`config.mk`:
```
export PLATFORM = sky130hd
export DESIGN_NAME = cfg_cpl_rx
export DESIGN_NICKNAME = d
export VERILOG_FILES = /design/src/rtl/cfg_cpl_pkg.sv /design/src/rtl/cpl_pkt_tracker.sv /design/src/rtl/cpl_wait_timer.sv /design/src/rtl/cpl_lane_extract.sv /design/src/rtl/cfg_cpl_rx.sv
export SDC_FILE = /design/constraint.sdc
export NUM_CORES = 1
export LEC_CHECK = 0
export ABC_AREA = 1
export BUFFER_PORTS_ARGS = -buffer_cell sky130_fd_sc_hd__buf_2
export CORE_MARGIN = 4
export CORE_UTILIZATION = 30
export CTS_BUF_LIST = sky130_fd_sc_hd__clkbuf_8
export CTS_CLUSTER_SIZE = 16
export DETAILED_ROUTE_END_ITERATION = 12
export PLACE_DENSITY = 0.62
export SLEW_MARGIN = 10
export SYNTH_ARGS = -nofsm -noshare
export SYNTH_HDL_FRONTEND = slang
export SYNTH_SLANG_ARGS = --single-unit
```
`constraint.sdc`:
```
create_clock -name clk -period 1.8 [get_ports clk]
set_input_delay 0.27 -clock clk [delete_from_list [all_inputs] [get_ports clk]]
set_output_delay 0.27 -clock clk [all_outputs]
set_load 0.02 [all_outputs]
```
`src/rtl/cfg_cpl_pkg.sv`:
```
package cfg_cpl_pkg;

    typedef enum logic [1:0] {
        ACC_BYTE  = 2'd0,
        ACC_HALF  = 2'd1,
        ACC_WORD  = 2'd2,
        ACC_WORD3 = 2'd3
    } acc_size_e;

    typedef enum logic {
        RES_SUCCESS  = 1'b0,
        RES_NO_DEVICE = 1'b1
    } cpl_result_e;

    localparam int CPL_ST_LSB = 12;
    localparam int CPL_ST_W   = 3;

    typedef struct packed {
        logic      is_read;
        acc_size_e size;
        logic [1:0] offset;
    } req_info_t;

    function automatic logic [31:0] pick_lanes(input acc_size_e sz,
                                               input logic [1:0] off,
                                               input logic [31:0] word);
        logic [31:0] shifted;
        case (sz)
            ACC_BYTE: begin
                shifted = word >> {off, 3'b000};
                return {24'd0, shifted[7:0]};
            end
            ACC_HALF: begin
                shifted = word >> {off[1], 4'b0000};
                return {16'd0, shifted[15:0]};
            end
            default: return word;
        endcase
    endfunction

endpackage

```
`src/rtl/cpl_pkt_tracker.sv`:
```
module cpl_pkt_tracker
    import cfg_cpl_pkg::*;
(
    input  logic                clk,
    input  logic                rst,
    input  logic                clear,
    input  logic                enable,
    input  logic                sop,
    input  logic                eop,
    input  logic [31:0]         w1,
    output logic                take_end,
    output logic [CPL_ST_W-1:0] status_now
);
    logic                open_q;
    logic [CPL_ST_W-1:0] st_q;
    logic                accept;
    logic [CPL_ST_W-1:0] st_field;

    assign st_field   = w1[CPL_ST_LSB +: CPL_ST_W];
    assign accept     = enable && (sop || eop || open_q);
    assign take_end   = accept && eop;
    // a start beat in the same cycle supersedes any earlier status
    assign status_now = (accept && sop) ? st_field : st_q;

    always_ff @(posedge clk) begin
        if (rst || clear) begin
            open_q <= 1'b0;
            st_q   <= '0;
        end else if (accept && sop) begin
            open_q <= 1'b1;
            st_q   <= st_field;
        end
    end
endmodule

```
`src/rtl/cpl_wait_timer.sv`:
```
module cpl_wait_timer #(
    parameter int TIMEOUT_CYCLES = 16
) (
    input  logic clk,
    input  logic rst,
    input  logic run,
    output logic expired
);
    localparam int CW = $clog2(TIMEOUT_CYCLES + 1);

    logic [CW-1:0] cnt_q;

    assign expired = run && (cnt_q == CW'(TIMEOUT_CYCLES - 1));

    always_ff @(posedge clk) begin
        if (rst || !run) cnt_q <= '0;
        else if (!expired) cnt_q <= cnt_q + 1'b1;
    end
endmodule

```
`src/rtl/cpl_lane_extract.sv`:
```
module cpl_lane_extract
    import cfg_cpl_pkg::*;
(
    input  req_info_t   info,
    input  logic [31:0] word,
    output logic [31:0] data
);
    always_comb begin
        data = info.is_read ? pick_lanes(info.size, info.offset, word) : 32'd0;
    end
endmodule

```
`src/rtl/cfg_cpl_rx.sv`:
```
module cfg_cpl_rx
    import cfg_cpl_pkg::*;
#(
    parameter int TIMEOUT_CYCLES = 16
) (
    input  logic        clk,
    input  logic        rst,
    input  logic        req_valid,
    input  logic        req_is_read,
    input  logic [1:0]  req_size,
    input  logic [1:0]  req_offset,
    input  logic        beat_valid,
    input  logic        beat_sop,
    input  logic        beat_eop,
    input  logic [31:0] beat_w0,
    input  logic [31:0] beat_w1,
    output logic        done,
    output logic        result,
    output logic [31:0] rd_data
);
    logic                pending;
    req_info_t           info_q;
    logic                take_end;
    logic [CPL_ST_W-1:0] status_now;
    logic                expired;
    logic [31:0]         lane_data;

    cpl_pkt_tracker u_track (
        .clk        (clk),
        .rst        (rst),
        .clear      (!pending || done),
        .enable     (pending && beat_valid),
        .sop        (beat_sop),
        .eop        (beat_eop),
        .w1         (beat_w1),
        .take_end   (take_end),
        .status_now (status_now)
    );

    cpl_wait_timer #(.TIMEOUT_CYCLES(TIMEOUT_CYCLES)) u_timer (
        .clk     (clk),
        .rst     (rst),
        .run     (pending),
        .expired (expired)
    );

    cpl_lane_extract u_lane (
        .info (info_q),
        .word (beat_w0),
        .data (lane_data)
    );

    always_ff @(posedge clk) begin
        if (rst) begin
            pending <= 1'b0;
            info_q  <= '0;
            done    <= 1'b0;
            result  <= RES_SUCCESS;
            rd_data <= '0;
        end else begin
            done    <= 1'b0;
            result  <= RES_SUCCESS;
            rd_data <= '0;
            if (!pending) begin
                if (req_valid) begin
                    pending        <= 1'b1;
                    info_q.is_read <= req_is_read;
                    info_q.size    <= acc_size_e'(req_size);
                    info_q.offset  <= req_offset;
                end
            end else if (take_end) begin
                pending <= 1'b0;
                done    <= 1'b1;
                if (status_now != '0) begin
                    result <= RES_NO_DEVICE;
                end else begin
                    rd_data <= lane_data;
                end
                info_q <= '0;
            end else if (expired) begin
                pending <= 1'b0;
                done    <= 1'b1;
                result  <= RES_NO_DEVICE;
                info_q  <= '0;
            end
        end
    end
endmodule

```
==> results.md <==
* Worst slack, placed at 0.141 ns
* Core Area at 6910 um^2
* Post-route ant nets at 0
* Syn avg cell area at roughly 7.6 um^2
* FFs w/ async S/R, synth at 0%
* Router iterations before antenna repair at 4
* Routed via count at 2010
* Vias in the first global route at 2022
* M1 WL at 2.44 mm
* Top Metal Used: met4
* Area Growth Syn to Fin at 27.0%
* GRT Total Usage at between 10% and 20%
* DR iter-0 viols at a little under 90
* Num CTS Buffers at 5
* Max stage delay on crit path at 0.34 ns
* CTS tree: built
* Clock sink count at about 50
* Gr ovfl total at 0
* Critical Path RT at 2.00 ns
* TNS Setup at 0 ns
* Post-DP HPWL at around 4.0 mm
* Final Hold Viols at 0
* Final Max Slew Viols at 0
* Critical Path Source Type: flop
* Static Leak at around 1.3 nW
* H-Tree Level Count at 2
* Crit path cell chain: ha_1 -> nand2_1 -> nor2_1 -> ha_1 -> nand2_1 -> nand4_1 -> o21ai_0 -> a21oi_1
* Final Skew at about 0.006 ns
* Met2 wire length at 2.48 mm
* Cell variety after synth at 23
* Wire length per cell at 11.6 um
* Initial Utilization at 31.2%
* Syn nets at 361
* Commonest non-fill, non-tap cell in the layout: nand2_1
* I/O pins at 109
* Crit-path max FO at 11
* Worst Hold Class: in -> reg
* Final worst path period need at 1.67 ns
* DIE WIDTH at 92.8 um
* RSZ-0062 raised after global routing: false
* Antenna violations before repair at 0
* Fin util at about two fifths
* Main synth FF type: dfxtp_1
* Clk buf depth at 2
* Setup Viol. Count Final at 0
* #FFs+latches synth at 49
* Synthesized area at between 2000 and 2500 um^2
* Worst EP arrival at roughly 1.9 ns
* Post-CTS resize count at 0
* Delay-heaviest family, CP: simple AND/OR/NAND/NOR gates
* Clk Latency, worst-skew pair at 0.30 ns
* Die H at 92.8 um
* Outcome: finished, final reports clean
* Gpl congestion at 0.775
* First-pass GRT wire length at 9.11 mm
* Post-CTS setup buffer count at 0
* Peak supply drop at 0.000311 V
* Clock transition at path regs at 0.09 ns
* Final #Nets at 438
* Slew headroom at 58.7%
* Crit. End Element: flop
* Max Cap Violations at 0
* Die area at 8610 um^2
* Commonest non-fill, non-tap cells in the layout: 80 x nand2_1, 79 x buf_2, 49 x dfxtp_1, 28 x nor2_2
* Worst slew pin tran at 0.617 ns
* # fillers at 765
* Port Buffers at just under 80
* EDFF count, synth at 0
* Fmax at 0.597 GHz
* Final WS setup at 0.125 ns
* Drt drc at 0
* Layout cells sized above 1 at between 30% and 40%
* WL met3 at 359 um
* Yosys synthesis warning count at 0
* Largest net degree at the start of global routing at 33
* Hold_buf cts at 0
* Routed WL at 5.33 mm
* Row count at 30
* Crit-path slowest cell: dfxtp_1
* Worst setup path category: reg -> reg
* Final worst path period share at 93.0%
* WP buf/inv at 0
* Vias per cell at 4.39
* Seq/Total Area, Yosys at 45.5%
* Post-synthesis cell count at ~280
* Clock root cell: clkbuf_8
* Antenna cells at 0
* PD cells at between 700 and 800 nW/um^2
-- path summary, 6_finish.rpt --
check	startpoint	endpoint	slack [ns]	cells after the start
min	beat_w0[23]	rd_data[23]$_SDFF_PP0_	0.21	3
max reg2reg	u_timer.cnt_q[0]$_SDFFE_PP0N_	u_timer.cnt_q[3]$_SDFFE_PP0N_	0.13	8
min reg2reg	u_track.open_q$_SDFFE_PP0N_	u_track.open_q$_SDFFE_PP0N_	0.46	2
max	u_timer.cnt_q[0]$_SDFFE_PP0N_	u_timer.cnt_q[3]$_SDFFE_PP0N_	0.13	8
-- cell usage after synthesis, types with 3 or more instances --
| cell type | number | area (um^2) |
|---|---|---|
| nand4_1 | 9 | 56.3 |
| nor2_2 | 28 | 175 |
| a21oi_1 | 25 | 125 |
| buf_6 | 4 | 45.0 |
| inv_1 | 24 | 90.1 |
| dfxtp_1 | 49 | 981 |
| a22oi_1 | 8 | 60.1 |
| nor2_4 | 3 | 33.8 |
| o21ai_0 | 11 | 55.1 |
| clkbuf_1 | 4 | 15.0 |
| nor2_1 | 22 | 82.6 |
| nand2_1 | 80 | 300 |
-- flip-flops by register name (all words and copies together), names as in the netlist --
signal,cells
u_track.st_q,3
info_q,5
u_timer.cnt_q,5
result,1
u_track.open_q,1
pending,1
rd_data,32
done,1
-- where the power goes --
part / switching, mW / internal, mW / leakage (nW) / total (mW)
Combinational: 0.150 / 0.0922 / 0.833 / 0.242
Clock: 0.357 / 0.448 / 0.0626 / 0.805
Sequential: 0.0148 / 1.09 / 0.396 / 1.11
-- routing by layer --
| layer | vias to the layer above | global-route usage, % |
|---|---|---|
| li1 | 1049 | - |
| met1 | 883 | 16.1 |
| met2 | 72 | 21.5 |
| met3 | 6 | 4.06 |
| met4 | 0 | 4.27 |
| met5 | - | 0 |
-- metrics by stage --
step           power [mW]  hold WS [ns]  std cells  instance area, um^2
3_3_place_gp         1.38         0.440        450                 2620
5_1_grt              2.28         0.204        458                 2740
4_1_cts              2.19         0.199        458                 2740
6_report             2.16         0.214        458                 2740
2_1_floorplan        1.28         0.339        284                 2160
3_5_place_dp         1.38         0.446        450                 2620
-- kinds of logic (layout without fill, tap and decap cells) --
group	after synthesis	after routing	share of synthesized area (%)
AO/OA/AOI/OAI	45	45	11.5
XOR/XNOR	1	1	0.406
adder cells (fa/ha/maj)	2	2	1.16
buffers and inverters	38	116	8.47
flip-flops	49	49	45.5
AND/OR/NAND/NOR	149	149	32.9
-- cell type report --
| cell class | count | area (um^2) | share of cell area, % |
|---|---|---|---|
| clock buffers | 6 | 82.6 | 3.02 |
| clock inverters | 2 | 33.8 | 1.23 |
| inverters | 26 | 97.6 | 3.56 |
| multi-input cells | 197 | 993 | 36.3 |
| flip-flops and latches | 49 | 981 | 35.8 |
| well taps | 96 | 120 | 4.39 |
| repair buffers | 82 | 430 | 15.7 |
-- tightest hold or removal path: cells and delay by family --
kind / cells / cell delay [ns]
buffers and inverters: 1 / 0.11
and+or+nand+nor: 2 / 0.10
Power figures use the tool's default switching activity.
